===== config.mk =====
export PLATFORM = sky130hd
export DESIGN_NAME = csel_decoder
export DESIGN_NICKNAME = d
export VERILOG_FILES = /design/src/rtl/csel_pkg.sv /design/src/rtl/csel_regs.sv /design/src/rtl/csel_match.sv /design/src/rtl/csel_pick.sv /design/src/rtl/csel_decoder.sv
export SDC_FILE = /design/constraint.sdc
export NUM_CORES = 1
export LEC_CHECK = 0
export ABC_CLOCK_PERIOD_IN_PS = 6000
export BUFFER_PORTS_ARGS = -buffer_cell sky130_fd_sc_hd__buf_4
export CORE_AREA = 2 2 146 206
export DETAILED_ROUTE_END_ITERATION = 8
export DIE_AREA = 0 0 148 208
export GPL_TIMING_DRIVEN = 0
export PLACE_DENSITY = 0.66
export SLEW_MARGIN = 20
export SYNTH_ARGS = -nofsm -noshare
export SYNTH_HDL_FRONTEND = slang
export SYNTH_SLANG_ARGS = --single-unit

===== constraint.sdc =====
create_clock -name clk -period 6 [get_ports clk]
set_clock_uncertainty 0.15 [all_clocks]
set_input_delay 0.3 -clock clk [delete_from_list [all_inputs] [get_ports clk]]
set_output_delay 0.3 -clock clk [all_outputs]
set_load 0.01 [all_outputs]

===== src/rtl/csel_pkg.sv =====
package csel_pkg;
  localparam int WORD_W  = 32;
  localparam int FIELD_W = 15;          // address bits 31:17
  localparam logic [WORD_W-1:0] KEEP_MASK = 32'hFFFE_FFFF;
  localparam logic [WORD_W-1:0] PARK_WORD = 32'hFFFE_FFFF;

  typedef logic [WORD_W-1:0] word_t;

  // stored form of a written word: bit 16 is not kept
  function automatic word_t scrub(word_t w);
    return w & KEEP_MASK;
  endfunction

  // window compare: base in 31:17, care bits in 15:1
  function automatic logic win_hit(word_t w, logic [31:0] a);
    logic [FIELD_W-1:0] care;
    care = w[15:1];
    return ((a[31:17] ^ w[31:17]) & care) == '0;
  endfunction
endpackage


===== src/rtl/csel_regs.sv =====
module csel_regs
  import csel_pkg::*;
#(
  parameter int N_BANKS  = 8,
  parameter int ADDR_W   = 12,
  parameter int BASE_OFF = 'h100,
  parameter int STRIDE   = 'h10
) (
  input  logic                   clk,
  input  logic                   rst_n,
  input  logic                   boot_swap_i,
  input  logic                   we_i,
  input  logic [ADDR_W-1:0]      addr_i,
  input  word_t                  wdata_i,
  output word_t                  rdata_o,
  output word_t [N_BANKS-1:0]    win_o
);
  logic [N_BANKS-1:0] sel;
  word_t [N_BANKS-1:0] win_q;

  for (genvar i = 0; i < N_BANKS; i++) begin : g_bank
    localparam logic [ADDR_W-1:0] OFF = ADDR_W'(BASE_OFF + STRIDE * i);
    word_t rst_val;
    if (i == 0) begin : g_b0
      assign rst_val = {31'd0, ~boot_swap_i};
    end else if (i == 1) begin : g_b1
      assign rst_val = PARK_WORD;
    end else begin : g_bn
      assign rst_val = '0;
    end
    assign sel[i] = (addr_i == OFF);
    always_ff @(posedge clk) begin
      if (!rst_n)                win_q[i] <= rst_val;
      else if (we_i && sel[i])   win_q[i] <= scrub(wdata_i);
    end
  end

  always_comb begin
    rdata_o = '0;
    for (int i = 0; i < N_BANKS; i++) begin
      if (sel[i]) rdata_o = win_q[i];
    end
  end

  assign win_o = win_q;

  // a write that selects no bank leaves every window word untouched
  a_r11_unmapped_keep: assert property (@(posedge clk) disable iff (!rst_n)
    (we_i && sel == '0) |=> $stable(win_q));
endmodule


===== src/rtl/csel_match.sv =====
module csel_match
  import csel_pkg::*;
#(
  parameter int N_BANKS = 8
) (
  input  word_t [N_BANKS-1:0] win_i,
  input  logic [31:0]         addr_i,
  output logic [N_BANKS-1:0]  hit_o,
  output logic [1:0]          zero_o
);
  for (genvar i = 0; i < N_BANKS; i++) begin : g_hit
    assign hit_o[i] = win_i[i][0] && win_hit(win_i[i], addr_i);
  end

  for (genvar j = 0; j < 2; j++) begin : g_zero
    assign zero_o[j] = (win_i[j] == '0);
  end
endmodule


===== src/rtl/csel_pick.sv =====
module csel_pick #(
  parameter int N_BANKS = 8
) (
  input  logic               clk,
  input  logic               rst_n,
  input  logic               valid_i,
  input  logic               swap_i,
  input  logic [N_BANKS-1:0] hit_i,
  input  logic [1:0]         zero_i,
  output logic [N_BANKS-1:0] cs_o,
  output logic               miss_o
);
  logic [N_BANKS-1:0] bank_sel, cs_d;
  logic               claimed;

  always_comb begin
    bank_sel = '0;
    if (zero_i[0])      bank_sel[0] = 1'b1;
    else if (zero_i[1]) bank_sel[1] = 1'b1;
    else begin
      for (int i = N_BANKS - 1; i >= 0; i--) begin
        if (hit_i[i]) bank_sel = N_BANKS'(1) << i;
      end
    end
  end

  assign claimed = |bank_sel;

  always_comb begin
    cs_d = bank_sel;
    if (swap_i) begin
      cs_d[0] = bank_sel[1];
      cs_d[1] = bank_sel[0];
    end
  end

  always_ff @(posedge clk) begin
    if (!rst_n) begin
      cs_o   <= '0;
      miss_o <= 1'b0;
    end else begin
      cs_o   <= valid_i ? cs_d : '0;
      miss_o <= valid_i && !claimed;
    end
  end

  // never more than one select
  a_r4_onehot: assert property (@(posedge clk) disable iff (!rst_n)
    $onehot0(cs_o));
  // bank 0 hit without capture and without swap lands on select 0
  a_r4_low_first: assert property (@(posedge clk) disable iff (!rst_n)
    (valid_i && hit_i[0] && zero_i == 2'b00 && !swap_i) |=> cs_o[0]);
  // miss and select are exclusive; idle cycles assert neither
  a_r5_miss_excl: assert property (@(posedge clk) disable iff (!rst_n)
    miss_o |-> cs_o == '0);
  a_r5_idle: assert property (@(posedge clk) disable iff (!rst_n)
    !valid_i |=> (cs_o == '0 && !miss_o));
  // a zero low bank always claims the access
  a_r8_capture: assert property (@(posedge clk) disable iff (!rst_n)
    (valid_i && zero_i != 2'b00) |=> (!miss_o && $countones(cs_o) == 1));
  // swapped zero bank 0 drives select 1
  a_r6_swap_sel: assert property (@(posedge clk) disable iff (!rst_n)
    (valid_i && zero_i[0] && swap_i) |=> cs_o[1]);
endmodule


===== src/rtl/csel_decoder.sv =====
module csel_decoder
  import csel_pkg::*;
#(
  parameter int N_BANKS  = 8,
  parameter int ADDR_W   = 12,
  parameter int BASE_OFF = 'h100,
  parameter int STRIDE   = 'h10
) (
  input  logic               clk,
  input  logic               rst_n,
  input  logic               boot_swap_i,
  input  logic               reg_we_i,
  input  logic [ADDR_W-1:0]  reg_addr_i,
  input  logic [31:0]        reg_wdata_i,
  output logic [31:0]        reg_rdata_o,
  input  logic               bus_valid_i,
  input  logic [31:0]        bus_addr_i,
  output logic [N_BANKS-1:0] cs_o,
  output logic               miss_o
);
  logic               swap_q;
  word_t [N_BANKS-1:0] win;
  logic [N_BANKS-1:0] hit;
  logic [1:0]         zero_lo;

  always_ff @(posedge clk) begin
    if (!rst_n) swap_q <= boot_swap_i;
  end

  csel_regs #(
    .N_BANKS(N_BANKS), .ADDR_W(ADDR_W), .BASE_OFF(BASE_OFF), .STRIDE(STRIDE)
  ) regs_i (
    .clk(clk), .rst_n(rst_n), .boot_swap_i(boot_swap_i),
    .we_i(reg_we_i), .addr_i(reg_addr_i), .wdata_i(reg_wdata_i),
    .rdata_o(reg_rdata_o), .win_o(win)
  );

  csel_match #(.N_BANKS(N_BANKS)) match_i (
    .win_i(win), .addr_i(bus_addr_i), .hit_o(hit), .zero_o(zero_lo)
  );

  csel_pick #(.N_BANKS(N_BANKS)) pick_i (
    .clk(clk), .rst_n(rst_n), .valid_i(bus_valid_i), .swap_i(swap_q),
    .hit_i(hit), .zero_i(zero_lo), .cs_o(cs_o), .miss_o(miss_o)
  );

  // strap state is frozen once reset is released
  a_r6_swap_hold: assert property (@(posedge clk) disable iff (!rst_n)
    $stable(swap_q));
endmodule


==> results.md <==
- The number of fill cells is 2887.
- The final-stage net count is 1850.
- In this run, placement finished with an instance count of 2085.
- The worst setup path is captured at an output port.
- The setup slack after placement is 2810 ps.
- The cell area after synthesis is 12900 µm².
- Port buffering added 54 buffers.
- In this run the critical register-to-register path is launched from regs_i.win_o[85].
- Traced cell by cell, the critical path runs through buf_2 > and2_1 > clkbuf_1 > and2_1 > clkbuf_1 > buf_2 > a222oi_1 > o21ai_0 > buf_4.
- For this design the top-level I/O count stands at 122.
- Global routing consumed, over all layers together, 33.8% of the routing resources.
- After layout, the worst setup slack is 2740 ps.
- The number of synthesis warnings is 0.
- The first global-routing pass estimated 77400 µm of wire.
- After detailed routing, the number of remaining DRC violations is 0.
- The final layout contains routed wiring with a total length of 53300 µm.
- The timing startpoint of the critical path is reg_addr_i[4].
- The root buffer cell is clkbuf_16.
- In this run, the number of DRC markers left after iteration 0 of detailed routing was 1526.
- Data on the critical path arrives at its endpoint at 2810 ps.
- The fraction of power consumed by combinational cells is 7.3%.
- The clock reaches the later pin of the worst-skew pair after 560 ps.
- The post-layout total power is 0.00375 W.
- A synthesized cell averages 7.80 µm².
- Counting flops and latches in the post-synthesis netlist gives 258.
- The flow ran to the end, and the final reports show no timing, DRC or antenna violations.
- Setup total negative slack on the finished layout was measured at 0 ps.
- The number of vias per cell is 5.91.
- Counting the buffers created by CTS gives 27.
- Setup repair after global routing left no endpoint under its margin.
- The share of layout cells above drive strength 1 is 11.6%.
- The width of the die is 148 µm.
- The met1 routing resource usage after global routing is 43.3%.
- The number of synthesized flops with an enable pin is 2.
- The destination of the worst register-to-register timing path is pick_i.cs_o[6].
- The type of the worst min-delay path is in -> reg.
- After synthesis, the netlist uses 51 different library cells.
- The global routing stage identified its most utilized layer as met2.
- At the end of routability-driven placement, the weighted congestion stood at 1.09.
- The maximum number of pins on one net before global-route repair is 14.
- STA classifies the critical path startpoint as an input port.
- After layout, the worst path uses 54.4% of the clock period.
- The most used flip-flop cell after synthesis is dfxtp_1.
- The final-report max-slew violation count is 0.
- The worst-path maximum fanout is 10.
- For the pin with the worst max-slew slack, the measured transition is 960 ps.
- The setup check on the worst reg-to-reg path leaves a slack of 3580 ps.
- The critical-path cell with the highest stage delay is clkbuf_1.
- The first TritonRoute pass finished after 6 iterations.
- The number of antenna violations at the first check in global routing was 0.
- The clock share of power is 46.8%.
- The switching share of power is 24.7%.
- The post-cts gate resize count is 0.
- Setup violations remaining at the end of the flow were counted as 0.
- The average detailed-routed wire length per instance is 24.6 µm.
- The gate count of the mapped netlist is 1651.
- The number of cells on the worst reg-to-reg path is 6.
- The worst hold path passes through 5 cells.
- The destination of the worst hold path is regs_i.win_o[255].
- The top cell types in the final layout, fill and taps aside, are 532 x nand2_1, 256 x dfxtp_1, 223 x a21oi_1.
- Hold timing on the final database bottoms out at a slack of 166 ps.
- The met2 track utilization from global routing is 55.1%.
- The number of placement rows is 74.
- The maximum clock frequency is 306 MHz.
- The global-route congestion overflow total is 0.
- The area taken by flip-flops and latches is 5180 µm².
- The commonest non-fill, non-tap cell in the layout is nand2_1.
- The worst-case clock buffer depth is 3.
- The number of global-route vias before repair is 12058.
- For this run, the number of standard cells in the final layout without fillers is 2166.
- The register area share after synthesis is 40.3%.
- The area growth from synthesis to layout is 16.6%.
- In this run, flip-flops and latches consume 45.8% of the power.
- For this configuration, the core starts out at a cell density of 44.6%.
- Power spread over the standard cell area amounts to 250 nW/µm².
- STA puts the critical path data required time at 5550 ps.
- The depth of the CTS H-tree is 1.
- The area of the multi-input gates is 6800 µm².
- The net count of the mapped netlist is 1732.
- The reported net switching power is 0.000927 W.
- The max capacitance violation total is 0.
- Headroom to the max-slew limit came out at 36.0%.
- After floorplanning, the core was sized to cover 28900 µm².
- The cell leakage power is 5.74 nW.
- The area of the die is 30800 µm².
- For this run, asynchronously set or reset flops after synthesis account for 0%.
- VDD sags by at most 0.195 mV.
- The die height is 208 µm.
- The repair_antennas step left the layout with diodes totalling 0.
- The tree built by TritonCTS fans out to 258 sinks.
- The clock transition at the registers of the reported paths is 70 ps.
- The met3 track utilization from global routing is 5.11%.
- The wire-length estimate of the detail-placed layout is 41700 µm.
- The critical setup path kind is in -> out.
- The origin of the worst min-delay path is reg_we_i.
- The residual antenna-violating net count after detailed routing is 0.
- The internal portion of the total power is 0.00282 W.
- Subtracting the final worst setup slack from the clock period gives 3260 ps.
- Detailed routing inserted a total of 12809 vias.
- The CTS tree is yes.
- The stage delay of the slowest cell on the critical path is 480 ps.
- The count of endpoints failing hold in the final timing report is 0.
-- area by class of cell --
cell class | count | share of cell area, %
multi-input cells | 1224 | 45.3
plain buffers | 158 | 5.63
well taps | 380 | 3.17
clock buffers | 38 | 5.38
clock inverters | 8 | 0.658
flip-flops and latches | 258 | 34.5
repair buffers | 89 | 5.03
inverters | 11 | 0.275
-- synth_stat cells (3+ instances only) --
master / count / area [µm²]
buf_2: 37 / 185
nand4_1: 16 / 100
and3_1: 6 / 37.5
mux4_2: 9 / 203
xor2_1: 119 / 1040
a222oi_1: 14 / 140
nor4_1: 14 / 87.6
dfxtp_1: 256 / 5120
inv_1: 11 / 41.3
o21ai_0: 41 / 205
nand3_1: 52 / 260
a21boi_0: 3 / 22.5
buf_6: 8 / 90.1
mux2i_1: 33 / 330
nor2_1: 9 / 33.8
nand2_1: 532 / 2000
nor3_1: 4 / 20.0
a22oi_1: 95 / 713
and2_0: 4 / 25.0
a21oi_1: 223 / 1120
a22o_1: 8 / 70.1
a221oi_1: 8 / 70.1
buf_4: 39 / 293
clkbuf_1: 73 / 274
nor4_2: 3 / 37.5
-- cell families (layout without fill, tap and decap cells) --
logic type	Yosys count	count (layout)	synth area share (%)
compound gates	397	397	18.5
xor+xnor	120	120	8.22
buf+inv	169	304	6.89
flops	258	258	40.3
mux	43	43	4.23
other cells	1	1	0.0291
simple gates	663	663	21.9
-- timing repair --
item / CTS / global route
hold buffers: 35 / 0
endpoints found under the hold margin: 251 / 0
buffers inserted: 0 / 0
-- critical path, delay by kind of cell --
kind                   cells  cell delay [ps]
AO/OA/AOI/OAI              2              540
buffers and inverters      5             1560
AND/OR/NAND/NOR            2              400
-- power groups by stage --
stage	combinational (W)	clock [W]	sequential, W
floorplan	0.000145	0	0.00176
global placement	0.000251	0	0.00176
detailed placement	0.000251	0	0.00176
CTS	0.000269	0.00176	0.00172
global route	0.000284	0.00183	0.00172
finish	0.000275	0.00176	0.00172
-- sequential cells by signal (all words and copies together) (netlist names) --
register,flops
swap_q,1
pick_i.miss_o,1
regs_i.win_o,248
pick_i.cs_o,8
-- worst max-delay path by stage --
stage / to / cells past startpoint
floorplan: reg_rdata_o[13] / 8
global placement: reg_rdata_o[2] / 9
detailed placement: reg_rdata_o[2] / 9
CTS: reg_rdata_o[2] / 9
global route: reg_rdata_o[2] / 9
finish: reg_rdata_o[2] / 9
-- metal layers --
| metal | vias to the layer above | part of all wire, % |
|---|---|---|
| met2 | 737 | 46 |
| met4 | 0 | 6.0 |
| met5 | - | 0 |
| met1 | 6054 | 38 |
| met3 | 172 | 9.1 |
| li1 | 5846 | - |
-- stage by stage --
stage,area (µm²),utilization [%]
after global placement,13800,47.6
after floorplan,12900,-
final,15000,52.0
after detailed placement,13800,47.6
after global routing,15000,52.0
after CTS,15000,52.0
No activity file was read; power rests on OpenSTA's default activity.
